**src/rtl/iwt_pkg.sv**
```systemverilog
`timescale 1ns/1ps
package iwt_pkg;

   typedef enum logic [0:0] {
      ADDR_MODE = 1'b0,
      ADDR_CTRL = 1'b1
   } iwt_addr_e;

   localparam int CTRL_EN_BIT   = 0;
   localparam int CTRL_PEND_BIT = 1;

endpackage

```
**src/rtl/iwt_counter.sv**
```systemverilog
`timescale 1ns/1ps
module iwt_counter #(
   parameter int CNT_W     = 16,
   parameter bit CNT_RESET = 1'b0
) (
   input  logic             clk,
   input  logic             rst_n,
   output logic [CNT_W-1:0] cnt
);

   generate
      if (CNT_W < 2) begin : g_bad_width
         $error("iwt_counter: CNT_W must be at least 2");
      end

      if (CNT_RESET) begin : g_rst
         always_ff @(posedge clk or negedge rst_n) begin
            if (!rst_n) cnt <= '1;
            else        cnt <= cnt - 1'b1;
         end
      end else begin : g_free
         // free running; value after power-up deliberately undefined
         always_ff @(posedge clk) begin
            cnt <= cnt - 1'b1;
         end
      end
   endgenerate

   AST_CNT_STEP: assert property (@(posedge clk) disable iff (!rst_n)
      rst_n |=> (cnt == CNT_W'($past(cnt) - 1'b1)));

endmodule

```
**src/rtl/iwt_window_sel.sv**
```systemverilog
`timescale 1ns/1ps
module iwt_window_sel #(
   parameter int BASE_LOG = 12,
   parameter int NUM_SEL  = 5,
   parameter int SEL_W    = 3,
   localparam int CNT_W   = BASE_LOG + NUM_SEL - 1
) (
   input  logic [CNT_W-1:0] cnt,
   input  logic [SEL_W-1:0] sel,
   output logic             win_evt
);

   localparam logic [SEL_W-1:0] MAX_CODE = SEL_W'(NUM_SEL - 1);

   logic [NUM_SEL-1:0] hit;
   logic [SEL_W-1:0]   eff_sel;

   generate
      if (BASE_LOG < 1) begin : g_bad_base
         $error("iwt_window_sel: BASE_LOG must be at least 1");
      end
      if (NUM_SEL < 1 || (NUM_SEL - 1) >= (1 << SEL_W)) begin : g_bad_sel
         $error("iwt_window_sel: NUM_SEL does not fit SEL_W");
      end
      for (genvar s = 0; s < NUM_SEL; s++) begin : g_hit
         // low BASE_LOG+s bits wrap through zero once per 2^(BASE_LOG+s) cycles
         assign hit[s] = (cnt[BASE_LOG+s-1:0] == '0);
      end
   endgenerate

   assign eff_sel = (sel > MAX_CODE) ? MAX_CODE : sel;

   always_comb begin
      win_evt = 1'b0;
      for (int s = 0; s < NUM_SEL; s++) begin
         if (eff_sel == SEL_W'(s)) win_evt = hit[s];
      end
   end

endmodule

```
**src/rtl/iwt_regs.sv**
```systemverilog
`timescale 1ns/1ps
module iwt_regs
   import iwt_pkg::*;
#(
   parameter int SEL_W = 3
) (
   input  logic             clk,
   input  logic             rst_n,
   input  logic             reg_we,
   input  logic             reg_addr,
   input  logic [SEL_W-1:0] reg_wdata,
   output logic [SEL_W-1:0] reg_rdata,
   input  logic             win_evt,
   output logic [SEL_W-1:0] sel,
   output logic             irq_en,
   output logic             pend
);

   logic mode_wr, ctrl_wr, sel_chg, pend_clr;

   generate
      if (SEL_W < 2) begin : g_bad_w
         $error("iwt_regs: SEL_W must be at least 2");
      end
   endgenerate

   assign mode_wr  = reg_we && (iwt_addr_e'(reg_addr) == ADDR_MODE);
   assign ctrl_wr  = reg_we && (iwt_addr_e'(reg_addr) == ADDR_CTRL);
   assign sel_chg  = mode_wr && (reg_wdata != sel);
   assign pend_clr = ctrl_wr && !reg_wdata[CTRL_PEND_BIT];

   always_ff @(posedge clk or negedge rst_n) begin
      if (!rst_n) begin
         sel    <= '0;
         irq_en <= 1'b0;
         pend   <= 1'b0;
      end else begin
         if (mode_wr) sel    <= reg_wdata;
         if (ctrl_wr) irq_en <= reg_wdata[CTRL_EN_BIT];
         if (win_evt || sel_chg) pend <= 1'b1;
         else if (pend_clr)      pend <= 1'b0;
      end
   end

   always_comb begin
      reg_rdata = '0;
      if (iwt_addr_e'(reg_addr) == ADDR_MODE) begin
         reg_rdata = sel;
      end else begin
         reg_rdata[CTRL_EN_BIT]   = irq_en;
         reg_rdata[CTRL_PEND_BIT] = pend;
      end
   end

   AST_PEND_ON_EVENT: assert property (@(posedge clk) disable iff (!rst_n)
      win_evt |=> pend);
   AST_PEND_STICKY: assert property (@(posedge clk) disable iff (!rst_n)
      (pend && !pend_clr) |=> pend);
   AST_NO_SPONT_PEND: assert property (@(posedge clk) disable iff (!rst_n)
      (!pend && !win_evt && !sel_chg) |=> !pend);
   AST_SEL_CHANGE_PEND: assert property (@(posedge clk) disable iff (!rst_n)
      (mode_wr && (reg_wdata != sel)) |=> pend);

endmodule

```
**src/rtl/iwt_idle_ctl.sv**
```systemverilog
`timescale 1ns/1ps
module iwt_idle_ctl (
   input  logic clk,
   input  logic rst_n,
   input  logic idle_req,
   input  logic ext_wake,
   input  logic win_evt,
   output logic idle_q
);

   always_ff @(posedge clk or negedge rst_n) begin
      if (!rst_n)      idle_q <= 1'b0;
      else if (idle_q) idle_q <= !(win_evt || ext_wake);
      else             idle_q <= idle_req;
   end

   AST_IDLE_ENTER: assert property (@(posedge clk) disable iff (!rst_n)
      (!idle_q && idle_req) |=> idle_q);
   AST_IDLE_EVT_EXIT: assert property (@(posedge clk) disable iff (!rst_n)
      (idle_q && win_evt) |=> !idle_q);
   AST_IDLE_WAKE_EXIT: assert property (@(posedge clk) disable iff (!rst_n)
      (idle_q && ext_wake) |=> !idle_q);
   AST_IDLE_HOLD: assert property (@(posedge clk) disable iff (!rst_n)
      (idle_q && !win_evt && !ext_wake) |=> idle_q);

endmodule

```
**src/rtl/idle_wake_timer.sv**
```systemverilog
`timescale 1ns/1ps
module idle_wake_timer #(
   parameter int BASE_LOG  = 12,
   parameter int NUM_SEL   = 5,
   parameter int SEL_W     = 3,
   parameter bit CNT_RESET = 1'b0
) (
   input  logic             clk,
   input  logic             rst_n,
   input  logic             reg_we,
   input  logic             reg_addr,
   input  logic [SEL_W-1:0] reg_wdata,
   output logic [SEL_W-1:0] reg_rdata,
   input  logic             idle_req,
   input  logic             ext_wake,
   output logic             irq,
   output logic             idle_active
);

   localparam int CNT_W = BASE_LOG + NUM_SEL - 1;

   logic [CNT_W-1:0] cnt;
   logic [SEL_W-1:0] sel;
   logic             win_evt, irq_en, pend;

   iwt_counter #(.CNT_W(CNT_W), .CNT_RESET(CNT_RESET)) u_counter (
      .clk   (clk),
      .rst_n (rst_n),
      .cnt   (cnt)
   );

   iwt_window_sel #(.BASE_LOG(BASE_LOG), .NUM_SEL(NUM_SEL), .SEL_W(SEL_W)) u_window_sel (
      .cnt     (cnt),
      .sel     (sel),
      .win_evt (win_evt)
   );

   iwt_regs #(.SEL_W(SEL_W)) u_regs (
      .clk       (clk),
      .rst_n     (rst_n),
      .reg_we    (reg_we),
      .reg_addr  (reg_addr),
      .reg_wdata (reg_wdata),
      .reg_rdata (reg_rdata),
      .win_evt   (win_evt),
      .sel       (sel),
      .irq_en    (irq_en),
      .pend      (pend)
   );

   iwt_idle_ctl u_idle_ctl (
      .clk      (clk),
      .rst_n    (rst_n),
      .idle_req (idle_req),
      .ext_wake (ext_wake),
      .win_evt  (win_evt),
      .idle_q   (idle_active)
   );

   assign irq = pend && irq_en;

   AST_IRQ_ON_EXIT: assert property (@(posedge clk) disable iff (!rst_n)
      (idle_active && win_evt && irq_en) |=> (irq && !idle_active));

endmodule

```
**config.mk**
```make
export PLATFORM = sky130hd
export DESIGN_NAME = idle_wake_timer
export DESIGN_NICKNAME = d
export VERILOG_FILES = /design/src/rtl/iwt_pkg.sv /design/src/rtl/iwt_counter.sv /design/src/rtl/iwt_window_sel.sv /design/src/rtl/iwt_regs.sv /design/src/rtl/iwt_idle_ctl.sv /design/src/rtl/idle_wake_timer.sv
export SDC_FILE = /design/constraint.sdc
export NUM_CORES = 1
export LEC_CHECK = 0
export BUFFER_PORTS_ARGS = -buffer_cell sky130_fd_sc_hd__buf_2
export CORE_ASPECT_RATIO = 1.5
export CORE_MARGIN = 3
export CORE_UTILIZATION = 49
export CTS_CLUSTER_SIZE = 14
export DETAILED_ROUTE_END_ITERATION = 10
export GPL_TIMING_DRIVEN = 0
export PLACE_DENSITY = 0.79
export SYNTH_ARGS = -nofsm -noshare
export SYNTH_HDL_FRONTEND = slang
export SYNTH_SLANG_ARGS = --single-unit
```
**constraint.sdc**
```tcl
create_clock -name clk -period 1.4 [get_ports clk]
set_input_delay 0.14 -clock clk [delete_from_list [all_inputs] [get_ports clk]]
set_output_delay 0.14 -clock clk [all_outputs]
set_load 0.01 [all_outputs]
```
# Word level (Yosys, flattened, before mapping)
# Cells that the tools add are included.
[word_totals]
register_bits = 22
output_inout_bits = 5
wordCells = 40
[classes]
add_sub_neg = 1
magnitude_cmp = 1
eq_ne = 5
n_mux = 11
bitwise_logic = 1
reduce_logical = 16
[op_table]
columns = ["cell", "count"]
rows = [
  ["16-bit zero test", 1],
  ["16-bit by 1-bit subtractor with 16-bit output (second input constant)", 1],
  ["15-bit zero test", 1],
  ["14-bit zero test", 1],
  ["13-bit zero test", 1],
  ["12-bit zero test", 1],
  ["1-bit 2-to-1 mux", 9],
  ["3-bit by 2-bit == test with 1-bit output (second input constant)", 2],
  ["1-bit logical AND", 5],
  ["3-bit by 1-bit == test with 1-bit output (second input constant)", 1],
  ["3-bit == test (second input constant)", 1],
  ["3-bit greater-than comparator (second input constant)", 1],
  ["3-bit zero test", 1],
  ["3-bit 2-to-1 mux", 1],
  ["3-bit inequality test", 1],
  ["1-bit zero test", 2],
  ["1-bit logical OR", 2],
  ["2-bit 2-to-1 mux", 1],
  ["2-bit nonzero test", 1],
  ["1-bit inverter", 1],
]

# Depth between registers and ports, before layout
[depth]
word_depth = 11
mapped_depth = 6

# Hierarchy
# A second synthesis with hierarchy kept.
[hier_totals]
cells_unflattened = 91
area_unflattened_um2 = 985.9
[by_module_without_submodules]
columns = ["module", "instances", "cells_per_inst", "area_each_um2", "seq_area_each_um2"]
rows = [
  ["iwt_counter", 1, 56, 589.3, 320.3],
  ["iwt_regs", 1, 21, 274.0, 125.1],
  ["iwt_window_sel", 1, 10, 72.6, 0.0],
  ["iwt_idle_ctl", 1, 3, 43.8, 25.0],
  ["idle_wake_timer", 1, 1, 6.3, 0.0],
]

# Least setup slack after synthesis
# No wires, ideal clock.
[synth_timing]
kind = "reg2reg"
start = "register u_counter.cnt[0]"
end = "register u_counter.cnt[14]"
setup_time_ns = 0.072
arrival_ns = 1.273
path_slack_ns = 0.055
stages_incl_launch_ff = 7
synth_period_minus_slack_ns = 1.345
cell_sequence = "dfxtp_1 -> inv_1 -> ha_1 -> nor3b_2 -> nand3_2 -> nor3_2 -> xor2_1"
[synth_between]
elab_chain_len = 1
[synth_lines]
columns = ["item", "line", "source"]
rows = [
  ["start: declaration", "iwt_counter.sv:8", "output logic [CNT_W-1:0] cnt"],
  ["start signal: assignment", "iwt_counter.sv:24", "cnt <= cnt - 1'b1;"],
  ["16-bit by 1-bit subtractor with 16-bit output", "iwt_counter.sv:24", ""],
]
# No other way between the ends.
# A chain may end at the register's enable or synchronous reset.

# Final worst setup path
# Same ends and word-level chain as after synthesis.

==> flow_summary.yaml <==
place:
  pre_cts_ws_ns: -0.223
  dp_hpwl_um: 1420
  place.gp.congestion: 0.778
  portBuffers: 13
power_and_ir_drop:
  pwr-share-clk_pct: 28.6
  swShare_pct: 25.3
  seq_power_share_pct: 57.6
  p_leak_nw: 0.520
  ir_drop_v: 0.000584
  power_switching_mw: 0.308
  p_int_mw: 0.911
  power_frac_comb_pct: 13.8
  p_per_area_mw_per_mm2: 983
worst_hold_path:
  holdPathEnd: "u_regs.sel[2]"
  min_path_cells: 2
  hold_start: "reg_wdata[2]"
  hp-class: "primary input to flop"
grt:
  grt_usage_pct: 17.7
  grt_overflow: 0
  antenna_found_initial: 0
  grt_max_degree: 13
  grt_pass1_wl_um: 3430
  first_global_vias: 814
die:
  dieArea_mm2: 0.00258
  ios: 14
  fp.dieH_um: 60.8
  fp.dieW_um: 42.5
  core_mm2: 0.00185
  rows: 19
  initial_core_util_pct: 52.8
yosys:
  yosys.area.top_type: "dfxtp_1"
  synth_most_common_cell: "dfxtp_1"
  ys_seq_elements: 22
  netlist_area_um2: 980
  synth_top_area_share_pct: 32.7
  async_flop_share_pct: 27.3
  yosys-top-cells-count: "dfxtp_1, nand2_1, xnor2_1, inv_1, nor2_1"
  synth_area_leaders: "dfxtp_1, dfrtp_1, xnor2_1"
  synth_edf_count: 0
  ys_warn_count: 0
  synth_nets: 105
  syn_inst: 94
  synth_cell_types: 29
  ys_seq_area_share_pct: 48.0
  synth_top_flop_cell: "dfxtp_1"
  syn_area_per_cell_um2: 10.4
detailed_routing:
  drt_iter0_markers: 9
  ant_nets: 0
  totalWireLength_um: 2060
  viasPerCell: 5.44
  vias: 756
  first_pass_iters: 4
  drcViolationCount: 0
  wl_per_cell_um: 14.8
clocking:
  cts_inserted_buffers: 3
  clkSinkCount: 22
  clkLatencyLatePin_ns: 0.31
  cts_root_buf: "clkbuf_4"
  cts.path.max_buffers: 2
  htree_levels: 1
  path_clk_slew_ns: 0.12
  cts_tree: "yes"
cells_and_area:
  nets: 130
  antenna-diode-count: 0
  syn_to_final_growth_pct: 26.6
  drive_above_1_share_pct: 40.7
critical_path:
  worst-endpoint-arrival_ns: 1.65
  cp-start-kind: "flop"
  end_kind: "flop"
  rr_worst_depth: 6
  r2r_slack_ns: -0.007
  r2r-end: "u_counter.cnt[14]"
  path_cells: "inv_4 > ha_4 > nor3b_4 > nand3_4 > nor3_4 > xor2_1"
  critPathSlowestCell: "dfxtp_2"
  critPathMaxStageDelay_ns: 0.37
  worst-path-max-fanout: 4
  r2r_start: "u_counter.cnt[0]"
  crit_required_ns: 1.64
  critPathKind: "flop to flop"
  crit_start: "u_counter.cnt[0]"
timing:
  fin_skew_ns: 0.00666
  drv_slew: 0
  report.final.hold_viol_count: 0
  whs_ns: 0.0873
  rsz0062_at_grt: "true"
  maxSlewHeadroom_pct: 75.7
  finalCritPeriodShare_pct: 101
  setup_ws_ns: -0.00725
  tightest_slew_ns: 0.362
  max_freq_ghz: 0.711
  setup_viol: 1
  period_needed_ns: 1.41
flow_run:
  maxCapViolCount: 0
run_status:
  status: "finished, violations left"
  violations: "negative setup slack"
==> worst max-delay path: cells and delay by family (launching register included) <==
family / cells / cell delay, ns
flops: 1 / 0.37
xor+xnor: 1 / 0.14
buf+inv: 1 / 0.08
fa+ha+maj: 1 / 0.13
simple gates: 3 / 0.61
==> registers in the layout (all words and copies together), names as in the netlist <==
register and flops:
u_idle_ctl.idle_q 1, u_regs.pend 1, u_counter.cnt 16, u_regs.irq_en 1, u_regs.sel 3
==> through the flow <==
step                area [µm²]  power, mW  instances  utilization (%)  setup TNS (ns)
floorplan                  980      0.804         94                -               0
finish                    1240       1.22        139             66.9        -0.00725
global placement          1070      0.866        128             57.8          -0.188
CTS                       1170       1.22        137             62.9         -0.0185
detailed placement        1070      0.883        128             57.8          -0.649
global route              1240       1.27        139             66.9          -0.188
==> timing repair <==
action | 4_1_cts | 5_1_grt
buffers inserted | 4 | 2
cloned | 0 | 0
hold buffers | 1 | 0
setup endpoints to repair | 8 | 9
resized for setup | 4 | 17
pin swaps | 1 | 6
endpoints found under the hold margin | 6 | 0
==> power groups by stage <==
stage | Combinational (mW) | Clock, mW | Sequential [mW]
floorplan | 0.0944 | 0 | 0.710
global placement | 0.157 | 0 | 0.709
detailed placement | 0.169 | 0 | 0.714
CTS | 0.171 | 0.348 | 0.700
global route | 0.186 | 0.373 | 0.710
finish | 0.168 | 0.349 | 0.702
==> cell type report <==
| type | instances | area, µm² |
|---|---|---|
| clock buffers | 4 | 36.3 |
| fillers | 143 | 614 |
| inverters | 7 | 28.8 |
| multi-input cells | 65 | 546 |
| flip-flops and latches | 22 | 479 |
| well taps | 21 | 26.3 |
| repair buffers | 20 | 124 |
==> cells by family after synthesis <==
kind of cell / count (synthesis) / share of synthesized area (%)
compound gates: 12 / 8.43
flops: 22 / 48.0
fa+ha+maj: 2 / 2.55
buf+inv: 7 / 2.68
xor+xnor: 14 / 12.5
mux: 6 / 6.90
simple gates: 31 / 18.9
==> per-layer routing <==
metal	wire, µm	share of wire, %	GRT usage (%)
met4	43	2.1	10.2
met3	82	4.0	2.08
met1	763	37	16.9
met5	0	0	0
met2	1170	57	35.7
==> layout by cell type (no fill, tap or decap), types with 3 or more instances in the layout <==
cell type	count
mux2_2	6
buf_2	13
inv_1	5
xor2_1	6
nor2_1	7
xnor2_1	8
nand3_1	3
buf_4	5
nand2_1	8
dfxtp_1	10
dfxtp_2	6
clkbuf_4	3
dfrtp_1	5
==> worst max-delay path by stage <==
stage / to / slack (ns)
after floorplan: u_counter.cnt[14] / 0.06
after global placement: u_counter.cnt[14] / -0.13
after detailed placement: u_counter.cnt[14] / -0.22
after CTS: u_counter.cnt[13] / -0.02
after global routing: u_counter.cnt[14] / -0.07
final: u_counter.cnt[14] / -0.007
No activity file was read; power rests on OpenSTA's default activity.
